**src/rtl/march_pkg.sv**
```systemverilog
package march_pkg;
   typedef enum logic {ALG_DEC = 1'b0, ALG_CELL = 1'b1} alg_e;
   typedef enum logic [1:0] {ST_IDLE = 2'd0, ST_RUN = 2'd1, ST_DRAIN = 2'd2} seq_st_e;

   // operation code {is_write, logical value}
   localparam logic [1:0] OP_R0 = 2'b00;
   localparam logic [1:0] OP_R1 = 2'b01;
   localparam logic [1:0] OP_W0 = 2'b10;
   localparam logic [1:0] OP_W1 = 2'b11;

   function automatic logic [2:0] pass_count(alg_e a);
      return (a == ALG_DEC) ? 3'd3 : 3'd6;
   endfunction

   function automatic logic [2:0] pass_len(alg_e a, logic [2:0] e);
      logic [2:0] n;
      if (a == ALG_DEC) n = (e == 3'd0) ? 3'd1 : 3'd2;
      else begin
         case (e)
            3'd0, 3'd5: n = 3'd1;
            3'd1, 3'd3: n = 3'd2;
            default:    n = 3'd5;
         endcase
      end
      return n;
   endfunction

   function automatic logic pass_down(alg_e a, logic [2:0] e);
      return (a == ALG_DEC) ? (e == 3'd2) : (e == 3'd1);
   endfunction

   function automatic logic [1:0] pass_op(alg_e a, logic [2:0] e, logic [2:0] k);
      logic [1:0] r;
      r = OP_R0;
      if (a == ALG_DEC) begin
         case (e)
            3'd0:    r = OP_W0;
            3'd1:    r = (k == 3'd0) ? OP_R0 : OP_W1;
            default: r = (k == 3'd0) ? OP_R1 : OP_W0;
         endcase
      end else begin
         case (e)
            3'd0: r = OP_W0;
            3'd1: r = (k == 3'd0) ? OP_R0 : OP_W1;
            3'd2: begin
               case (k)
                  3'd0:       r = OP_R1;
                  3'd1:       r = OP_W0;
                  3'd2, 3'd3: r = OP_R0;
                  default:    r = OP_W1;
               endcase
            end
            3'd3: r = (k == 3'd0) ? OP_R1 : OP_W0;
            3'd4: begin
               case (k)
                  3'd0:       r = OP_R0;
                  3'd1:       r = OP_W1;
                  3'd2, 3'd3: r = OP_R1;
                  default:    r = OP_W0;
               endcase
            end
            default: r = OP_R0;
         endcase
      end
      return r;
   endfunction
endpackage

```
**src/rtl/march_bg_gen.sv**
```systemverilog
module march_bg_gen #(
   parameter int DATA_W = 8,
   parameter int BG_W   = 2
) (
   input  logic [BG_W-1:0]   bg_idx,
   output logic [DATA_W-1:0] pattern
);
   for (genvar i = 0; i < DATA_W; i++) begin : g_bit
      always_comb begin
         if (bg_idx == '0) pattern[i] = 1'b0;
         else              pattern[i] = ((i >> (int'(bg_idx) - 1)) & 1) != 0;
      end
   end
endmodule

```
**src/rtl/march_rd_pipe.sv**
```systemverilog
module march_rd_pipe #(
   parameter int DATA_W = 8,
   parameter int RD_LAT = 1
) (
   input  logic              clk,
   input  logic              rst_n,
   input  logic              in_vld,
   input  logic [DATA_W-1:0] in_dat,
   output logic              out_vld,
   output logic [DATA_W-1:0] out_dat
);
   logic              vld [RD_LAT];
   logic [DATA_W-1:0] dat [RD_LAT];

   for (genvar s = 0; s < RD_LAT; s++) begin : g_stage
      logic              nv;
      logic [DATA_W-1:0] nd;
      if (s == 0) begin : g_head
         assign nv = in_vld;
         assign nd = in_vld ? in_dat : '0;
      end else begin : g_tail
         assign nv = vld[s-1];
         assign nd = dat[s-1];
      end
      always_ff @(posedge clk) begin
         if (!rst_n) begin
            vld[s] <= 1'b0;
            dat[s] <= '0;
         end else begin
            vld[s] <= nv;
            dat[s] <= nd;
         end
      end
   end

   assign out_vld = vld[RD_LAT-1];
   assign out_dat = dat[RD_LAT-1];
endmodule

```
**src/rtl/march_seq.sv**
```systemverilog
module march_seq
   import march_pkg::*;
#(
   parameter int ADDR_W = 4,
   parameter int NUM_BG = 4,
   parameter int BG_W   = 2,
   parameter int RD_LAT = 1
) (
   input  logic              clk,
   input  logic              rst_n,
   input  logic              start,
   input  logic              mode,
   output logic              running,
   output logic [ADDR_W-1:0] addr,
   output logic              op_wr,
   output logic              op_rd,
   output logic              op_val,
   output logic [BG_W-1:0]   bg_idx,
   output logic              fin
);
   seq_st_e           st;
   alg_e              alg;
   logic [2:0]        pass_q, op_q;
   logic [ADDR_W-1:0] cnt;
   logic              dcnt;
   logic [1:0]        code;
   logic              last_op, last_addr, last_pass, last_bg;

   always_comb begin
      code      = pass_op(alg, pass_q, op_q);
      last_op   = (op_q == pass_len(alg, pass_q) - 3'd1);
      last_addr = &cnt;
      last_pass = (pass_q == pass_count(alg) - 3'd1);
      last_bg   = (alg == ALG_DEC) || (bg_idx == BG_W'(NUM_BG - 1));
   end

   always_ff @(posedge clk) begin
      if (!rst_n) begin
         st     <= ST_IDLE;
         alg    <= ALG_DEC;
         pass_q <= '0;
         op_q   <= '0;
         cnt    <= '0;
         bg_idx <= '0;
         dcnt   <= 1'b0;
         fin    <= 1'b0;
      end else begin
         fin <= 1'b0;
         case (st)
            ST_IDLE: begin
               if (start) begin
                  st     <= ST_RUN;
                  alg    <= alg_e'(mode);
                  pass_q <= '0;
                  op_q   <= '0;
                  cnt    <= '0;
                  bg_idx <= '0;
               end
            end
            ST_RUN: begin
               if (!last_op) op_q <= op_q + 3'd1;
               else begin
                  op_q <= '0;
                  if (!last_addr) cnt <= cnt + 1'b1;
                  else begin
                     cnt <= '0;
                     if (!last_pass) pass_q <= pass_q + 3'd1;
                     else begin
                        pass_q <= '0;
                        if (last_bg) begin
                           st   <= ST_DRAIN;
                           dcnt <= 1'(RD_LAT - 1);
                        end else bg_idx <= bg_idx + 1'b1;
                     end
                  end
               end
            end
            ST_DRAIN: begin
               if (dcnt == 1'b0) begin
                  st  <= ST_IDLE;
                  fin <= 1'b1;
               end else dcnt <= 1'b0;
            end
            default: st <= ST_IDLE;
         endcase
      end
   end

   assign running = (st == ST_RUN);
   assign op_wr   = running && code[1];
   assign op_rd   = running && !code[1];
   assign op_val  = code[0];
   assign addr    = !running ? '0 : (pass_down(alg, pass_q) ? ~cnt : cnt);
endmodule

```
**src/rtl/march_tgen.sv**
```systemverilog
module march_tgen #(
   parameter int ADDR_W = 4,
   parameter int DATA_W = 8,
   parameter int RD_LAT = 1
) (
   input  logic              clk,
   input  logic              rst_n,
   input  logic              start,
   input  logic              mode,
   output logic [ADDR_W-1:0] mem_addr,
   output logic              mem_we,
   output logic              mem_re,
   output logic [DATA_W-1:0] mem_wdata,
   output logic [DATA_W-1:0] exp_data,
   output logic              exp_valid,
   output logic              done
);
   localparam int NUM_BG = (DATA_W == 1) ? 1 : $clog2(DATA_W) + 1;
   localparam int BG_W   = (NUM_BG > 1) ? $clog2(NUM_BG) : 1;

   if (ADDR_W < 1 || ADDR_W > 24) begin : g_bad_aw
      $error("march_tgen: ADDR_W out of range");
   end
   if (DATA_W < 1) begin : g_bad_dw
      $error("march_tgen: DATA_W must be positive");
   end
   if (RD_LAT < 1 || RD_LAT > 2) begin : g_bad_lat
      $error("march_tgen: RD_LAT must be 1 or 2");
   end

   logic              running, op_wr, op_rd, op_val;
   logic [BG_W-1:0]   bg_idx;
   logic [DATA_W-1:0] pattern, word;

   march_seq #(.ADDR_W(ADDR_W), .NUM_BG(NUM_BG), .BG_W(BG_W), .RD_LAT(RD_LAT)) u_seq (
      .clk(clk), .rst_n(rst_n), .start(start), .mode(mode),
      .running(running), .addr(mem_addr), .op_wr(op_wr), .op_rd(op_rd),
      .op_val(op_val), .bg_idx(bg_idx), .fin(done)
   );

   march_bg_gen #(.DATA_W(DATA_W), .BG_W(BG_W)) u_bg (
      .bg_idx(bg_idx), .pattern(pattern)
   );

   assign word      = op_val ? ~pattern : pattern;
   assign mem_we    = op_wr;
   assign mem_re    = op_rd;
   assign mem_wdata = op_wr ? word : '0;

   march_rd_pipe #(.DATA_W(DATA_W), .RD_LAT(RD_LAT)) u_pipe (
      .clk(clk), .rst_n(rst_n), .in_vld(op_rd), .in_dat(word),
      .out_vld(exp_valid), .out_dat(exp_data)
   );
endmodule

```
**config.mk**
```make
export PLATFORM = sky130hd
export DESIGN_NAME = march_tgen
export DESIGN_NICKNAME = d
export VERILOG_FILES = /design/src/rtl/march_pkg.sv /design/src/rtl/march_bg_gen.sv /design/src/rtl/march_rd_pipe.sv /design/src/rtl/march_seq.sv /design/src/rtl/march_tgen.sv
export SDC_FILE = /design/constraint.sdc
export NUM_CORES = 1
export LEC_CHECK = 0
export BUFFER_PORTS_ARGS = -buffer_cell sky130_fd_sc_hd__buf_2
export CELL_PAD_IN_SITES_DETAIL_PLACEMENT = 1
export CELL_PAD_IN_SITES_GLOBAL_PLACEMENT = 1
export CORE_AREA = 2 2 67 69
export DETAILED_ROUTE_END_ITERATION = 16
export DIE_AREA = 0 0 69 71
export PLACE_DENSITY = 0.84
export REMOVE_ABC_BUFFERS = 1
export SLEW_MARGIN = 20
export SYNTH_ARGS = -nofsm -noshare
export SYNTH_HDL_FRONTEND = slang
export SYNTH_SLANG_ARGS = --single-unit
```
**constraint.sdc**
```tcl
create_clock -name clk -period 3.51 [get_ports clk]
set_input_delay 0.351 -clock clk [delete_from_list [all_inputs] [get_ports clk]]
set_output_delay 0.351 -clock clk [all_outputs]
set_load 0.02 [all_outputs]
```
==> results of run 1 <==
[cells in the final DEF, fill, tap and decap left out, types with 2 or more instances in the layout]
cell / synthesis / final
nor2_1: 38 / 38
buf_2: 0 / 27
dfxtp_1: 25 / 25
ha_1: 18 / 18
inv_1: 16 / 16
nand2_1: 12 / 12
xnor2_1: 11 / 11
nand3_1: 7 / 7
o21ai_0: 5 / 5
a21oi_1: 5 / 5
nand2b_1: 4 / 4
mux2i_1: 4 / 4
nor2b_1: 3 / 3
nor3b_1: 3 / 3
xor2_1: 3 / 3
clkbuf_8: 0 / 3
a31oi_2: 2 / 2
o211ai_1: 2 / 2
a211oi_1: 2 / 2
a311oi_1: 2 / 2
a31oi_1: 2 / 2
nand4_1: 2 / 2
nor3_1: 2 / 2
o32ai_1: 2 / 2
nand3b_1: 2 / 2
a22oi_1: 2 / 2
[report_power, final]
part	switching (W)	internal, W
Sequential	0.0000462	0.000317
Clock	0.0000940	0.0000795
Combinational	0.000417	0.000246
Total	0.000557	0.000642
[kinds of logic (layout without fill, tap and decap cells)]
kind of cell / after synthesis / count (layout)
DFF: 25 / 25
AOI/OAI and AO/OA: 34 / 34
xor gates and xnor gates: 15 / 15
adders and majority gates: 18 / 18
muxes: 4 / 4
buffers and inverters: 22 / 47
and+or+nand+nor: 82 / 82
[area by class of cell]
class	count	area, sq um	share of cell area [%]
multi-input combinational	153	1070	57.1
sequential	25	500	26.6
timing repair buffer	27	135	7.18
tap	52	65.1	3.46
inverter	16	60.1	3.19
clock buffer	3	41.3	2.19
clock inverter	1	5.00	0.266
[critical path: cells and delay by family (launching register included)]
| kind | cells | cell delay (ps) |
|---|---|---|
| compound gates | 2 | 480 |
| xor+xnor | 2 | 390 |
| fa+ha+maj | 2 | 500 |
| buf+inv | 1 | 120 |
| flops | 1 | 460 |
| simple gates | 3 | 910 |
[per-layer routing]
metal,GRT usage [%],vias to the layer above
met1,19.0,672
met4,4.14,0
met2,29.7,27
li1,-,730
met5,0,-
met3,4.13,5
[state kept, by name (all words and copies together) (netlist names)]
register	cells
u_seq.cnt	4
u_seq.st	2
u_pipe.dat	8
u_pipe.vld	1
u_seq.pass_q	3
u_seq.bg_idx	2
u_seq.op_q	3
u_seq.alg	1
u_seq.fin	1
[per-stage QoR]
| step | hold WS (ps) | total power, W | instances | utilization [%] |
|---|---|---|---|---|
| 6_report | 329 | 0.00120 | 277 | 44.8 |
| 5_1_grt | 366 | 0.00130 | 277 | 44.8 |
| 4_1_cts | 330 | 0.00121 | 277 | 44.8 |
| 3_5_place_dp | 500 | 0.00104 | 273 | 43.7 |
| 3_3_place_gp | 496 | 0.00102 | 273 | 43.7 |
| 2_1_floorplan | 459 | 0.000872 | 194 | - |
[how the worst max path moves through the flow]
stage	end	slack [ps]	cells after the start
after global placement	u_seq.bg_idx[0]$_SDFFE_PN0P_	790	10
final	u_seq.st[1]$_SDFFE_PN0P_	550	10
after global routing	u_seq.pass_q[2]$_SDFFE_PN0P_	410	10
after floorplan	u_seq.st[0]$_SDFFE_PN0P_	950	10
after CTS	u_seq.st[1]$_SDFFE_PN0P_	550	10
after detailed placement	u_seq.st[1]$_SDFFE_PN0P_	610	10
==> flow_metrics.py, run 1 <==
metrics = {
    "final_layout": {
        "antenna_cells": 0,
        "area_delta_synth_final_pct": 12.5,
        "postLayoutCellArea_sq_um": 1880,
        "drive_above_1_share_pct": 17.8,
        "fin_nets": 248,
        "fillCellCount": 535,
    },
    "power_and_ir_drop": {
        "peakVddDrop_mv": 0.320,
        "power.leakage_nw": 0.787,
        "power.density_nw_per_um2": 637,
    },
    "worst_hold_path": {
        "hold_depth": 3,
        "worstHoldEndpoint": "u_seq.alg$_SDFFE_PN0P_",
        "hold_path.class": "input pin to flip-flop",
        "min_from": "mode",
    },
    "clock_network": {
        "cts_hold_buffers": 0,
        "clock-sinks": 25,
        "clockRootBuffer": "clkbuf_8",
        "tritoncts": "yes",
        "cts_setup_buffers": 0,
        "htreeDepth": 1,
        "clk_pin_slew_ps": 90,
        "numCtsBuffers": 3,
        "cts_resized": 0,
        "clockBufferDepth": 2,
        "worstSkewPairLatency_ps": 270,
    },
    "routing": {
        "drt_first_iter_violations": 22,
        "routed_wl_mm": 3.92,
        "vias_per_cell": 5.18,
        "post_drt_wl_per_cell_microns": 14.2,
        "drc": 0,
        "highest_layer": "met4",
        "wl_met2_mm": 2.00,
        "firstDrtPassIters": 4,
        "wl_met1_mm": 1.72,
        "via_count": 1434,
        "ant_nets": 0,
        "met3_length_microns": 160,
    },
    "setup_path": {
        "r2r_setup_slack_ps": 550,
        "worstRegToRegCells": 10,
        "cp-end-kind": "flip-flop",
        "path_class": "flip-flop to flip-flop",
        "cp.arrival_ps": 3140,
        "cp-startpoint": "u_seq.pass_q[1]$_SDFFE_PN0P_",
        "worst_path_max_delay_cell": "dfxtp_1",
        "cp-start-kind": "flip-flop",
        "path_max_fanout": 10,
        "reg2reg_to": "u_seq.st[1]$_SDFFE_PN0P_",
        "slowest_delay_ps": 460,
        "crit_top_cell": "ha_1",
        "cp_cell_sequence": "inv_1 -> ha_1 -> nand2b_1 -> a31oi_2 -> ha_1 -> xor2_1 -> xnor2_1 -> a31oi_4 -> or3_4 -> nor4_2",
        "r2r-start": "u_seq.pass_q[1]$_SDFFE_PN0P_",
        "worstPathRequired_ps": 3680,
    },
    "timing": {
        "finalSetupViolations": 0,
        "worstMarginPinSlew_ps": 582,
        "finalSetupTns_ps": 0,
        "clock_skew_ps": 5.05,
        "drv_slew": 0,
        "finalHoldViolations": 0,
        "timing.slew.headroom_pct": 61.1,
        "period_share_pct": 84.3,
        "rsz0062_at_grt": "false",
        "finalWorstSetupSlack_ps": 549,
        "max_freq_mhz": 338,
        "post-route-min-period_ps": 2960,
    },
    "grt": {
        "antenna_found_initial": 0,
        "grt_max_degree": 15,
        "grt_pass1_wl_mm": 6.56,
        "grt_pass1_vias": 1400,
        "track_usage_pct": 16.3,
        "overflow": 0,
    },
    "logic_synthesis": {
        "synth_most_common_cell": "nor2_1",
        "post_synth_most_frequent_cells": "nor2_1, dfxtp_1, ha_1",
        "synth_compound_area_share_pct": 15.7,
        "postSynthCellCount": 200,
        "synthSimpleGateAreaFrac_pct": 24.4,
        "ys_seq_area_share_pct": 29.9,
        "synth_top_family_by_area": "simple AND/OR/NAND/NOR gates",
        "async_flop_share_pct": 0,
        "synth_top_area_cell": "dfxtp_1",
        "ys_seq_elements": 25,
        "syn_area_sq_um": 1670,
        "synth_top_cells_by_area": "dfxtp_1, ha_1, nor2_1",
        "yosysWarnings": 0,
        "synth_top_area_share_pct": 29.9,
        "synth-xor-area-share_pct": 8.30,
        "synth_edf_count": 0,
        "synthAdderAreaFrac_pct": 13.5,
        "synth.area.mux_share_pct": 2.39,
        "synthFlopType": "dfxtp_1",
        "synth_cell_types": 46,
        "avgSynthCellArea_sq_um": 8.36,
    },
    "place": {
        "dp_slack_ps": 615,
        "io_buffers": 27,
        "dpl.hpwl_mm": 3.09,
        "gp_congestion": 0.765,
        "dpl_cell_area_sq_um": 1840,
    },
    "floorplan": {
        "start_util_pct": 39.8,
        "die_h_microns": 71,
        "core_sq_um": 4200,
        "die_x_microns": 69,
        "rows": 24,
        "die_area_sq_um": 4900,
        "ios": 28,
    },
    "job": {
        "drv_cap": 0,
    },
    "status": {
        "status": "finished, final reports clean",
    },
}
No activity file was read; power rests on OpenSTA's default activity.
==> run 2: changes to the inputs <==
- CORE_AREA: 2 2 67 69 -> 2 2 71 73
- DIE_AREA: 0 0 69 71 -> 0 0 73 75
- PLACE_DENSITY: 0.84 -> 0.79
- clock period: 3.51 -> 2.4 ns (I/O delays scaled with it)
==> run 2 against run 1 <==
  * The run now ends with negative setup slack left
  * Core utilization up 9.3 points
  * Critical path depth unchanged
  * Sequential power up 49%
  * Global-route usage up 1.6 points
  * Sequential share of layout area down 6.1 points
  * Design area up 34%
  * Critical endpoint is now mem_re
==> flow_metrics.py, run 2 (same netlist as run 1, synthesis figures left out) <==
metrics = {
    "setup_path": {
        "cp_cell_sequence": "ha_4 -> ha_4 -> inv_1 -> o211ai_1 -> a221oi_2 -> a211oi_2 -> buf_4 -> buf_4 -> nor2_1 -> buf_4",
        "cp.arrival_ps": 2220,
        "worstPathRequired_ps": 2160,
        "worst_path_max_delay_cell": "dfxtp_4",
        "path_class": "flip-flop to output port",
        "crit_top_cell": "buf_4",
        "path_max_fanout": 4,
        "cp_num_buf_inv": 4,
        "cp-start-kind": "flip-flop",
        "cp-end-kind": "output port",
        "cp_top_family": "buffers and inverters",
        "slowest_delay_ps": 380,
    },
    "place": {
        "io_buffers": 27,
        "dpl.hpwl_mm": 3.27,
        "gp_congestion": 0.777,
        "dp_slack_ps": -213,
        "dpl.cell_count": 297,
    },
    "grt": {
        "antenna_found_initial": 0,
        "grt_max_degree": 14,
        "overflow": 0,
        "grt_pass1_vias": 1552,
        "grt_pass1_wl_mm": 7.47,
        "track_usage_pct": 17.9,
    },
    "status": {
        "failed_checks": "negative setup slack",
        "status": "finished with violations",
    },
    "routing": {
        "firstDrtPassIters": 6,
        "post_drt_wl_per_cell_microns": 17.2,
        "vias_per_cell": 5.29,
        "drc": 0,
        "drt_first_iter_violations": 38,
        "ant_nets": 0,
        "via_count": 1634,
        "routed_wl_mm": 5.32,
    },
    "clock_network": {
        "numCtsBuffers": 3,
        "worstSkewPairLatency_ps": 270,
        "clk_pin_slew_ps": 90,
        "clockRootBuffer": "clkbuf_8",
        "htreeDepth": 1,
        "tritoncts": "yes",
        "clockBufferDepth": 2,
        "cts_hold_buffers": 0,
        "clock-sinks": 25,
    },
    "power_and_ir_drop": {
        "power.density_nw_per_um2": 976,
        "peakVddDrop_mv": 0.434,
        "power.leakage_nw": 0.978,
    },
    "final_layout": {
        "mostFrequentLayoutCells": "buf_4, nor2_1, dfxtp_1",
        "drive_above_1_share_pct": 45.9,
        "largest_register_ff_count": 8,
        "reg_top3": "u_pipe.dat (8), u_seq.cnt (4)",
        "area_delta_synth_final_pct": 50.6,
        "largest-register": "u_pipe.dat",
        "fin_nets": 278,
        "antenna_cells": 0,
        "layout_commonest_cell": "buf_4",
        "fin_cells": 309,
    },
    "timing": {
        "finalSetupViolations": 9,
        "rsz0062_at_grt": "true",
        "worstMarginPinSlew_ps": 899,
        "drv_slew": 0,
        "whs_ps": 228,
        "finalHoldViolations": 0,
        "period_share_pct": 102,
        "post-route-min-period_ps": 2460,
        "timing.slew.headroom_pct": 40.0,
        "finalWorstSetupSlack_ps": -58.3,
        "clock_skew_ps": 5.12,
        "max_freq_mhz": 407,
    },
    "floorplan": {
        "die_x_microns": 73,
        "die_h_microns": 75,
        "ios": 28,
        "core_sq_um": 4660,
        "die_area_sq_um": 5480,
        "start_util_pct": 35.9,
        "rows": 25,
    },
    "job": {
        "drv_cap": 0,
    },
    "worst_hold_path": {
        "hold_path.class": "input pin to flip-flop",
    },
}
==> run 2: changes by cell type in the layout (fill, tap and decap cells not counted), moves of 4 or more <==
cell     before  now
inv_2         0    4
xnor2_1      11    4
ha_1         18    9
inv_1        16   11
buf_2        27   18
ha_4          0    6
buf_6         0    5
nor2_4        0    5
xnor2_4       0    4
dfxtp_4       0    4
nor2_1       38   30
buf_4         0   32
dfxtp_1      25   21
==> run 2: worst paths after layout <==
path / to / startpoint / slack [ps] / depth (start not counted)
hold / removal: u_seq.alg$_SDFFE_PN0P_ / mode / 230 / 3
setup reg to reg: u_seq.cnt[2]$_SDFFE_PN0P_ / u_seq.pass_q[0]$_SDFFE_PN0P_ / -50 / 10
setup / recovery: mem_re / u_seq.pass_q[0]$_SDFFE_PN0P_ / -60 / 10
hold reg to reg: u_seq.fin$_SDFF_PN0_ / u_seq.st[0]$_SDFFE_PN0P_ / 510 / 1
==> run 2: per-layer routing <==
layer / vias to the layer above / track usage (%) / wire length, microns
li1: 796 / - / -
met1: 808 / 19.3 / 2060
met2: 28 / 35.8 / 3110
met3: 2 / 3.21 / 129
met4: 0 / 3.70 / 17
met5: - / 0 / 0
==> run 2: layout make-up <==
| cell class | count | area, sq um |
|---|---|---|
| fillers | 538 | 2140 |
| multi-input cells | 154 | 1420 |
| flip-flops and latches | 25 | 515 |
| repair buffers | 56 | 407 |
| well taps | 54 | 67.6 |
| inverters | 16 | 62.6 |
| clock buffers | 4 | 45.0 |
==> run 2: metrics by stage <==
stage | area, sq um | total power, W | utilization, % | TNS, ps
floorplan | 1640 | 0.00128 | - | -794
global placement | 2000 | 0.00167 | 43.0 | -447
detailed placement | 2000 | 0.00170 | 43.0 | -1290
CTS | 2210 | 0.00212 | 47.3 | 0
global route | 2520 | 0.00261 | 54.0 | -2220
finish | 2520 | 0.00246 | 54.0 | -225
==> run 2: where the power goes <==
part	switching, W	internal [W]	total (W)
sequential	0.0000700	0.000472	0.000542
clock	0.000139	0.000119	0.000258
combinational	0.000921	0.000737	0.00166
==> run 2: what timing repair did <==
item                                    CTS  global route
endpoints found under the setup margin   23            24
gates resized for setup                  34            58
cloned                                    1             0
endpoints found under the hold margin     0             0
setup buffers                             3             4
pin swaps                                14            20
==> run 2: worst reg2reg max path, cell delays in order, from the launching register on <==
cell     delay, ps
dfxtp_4        380
ha_4           170
ha_4           170
nor2b_4        120
a22o_1         180
ha_2           210
xor2_2         180
xnor2_2        160
a31oi_4        170
or4_1          490
a21oi_1        150
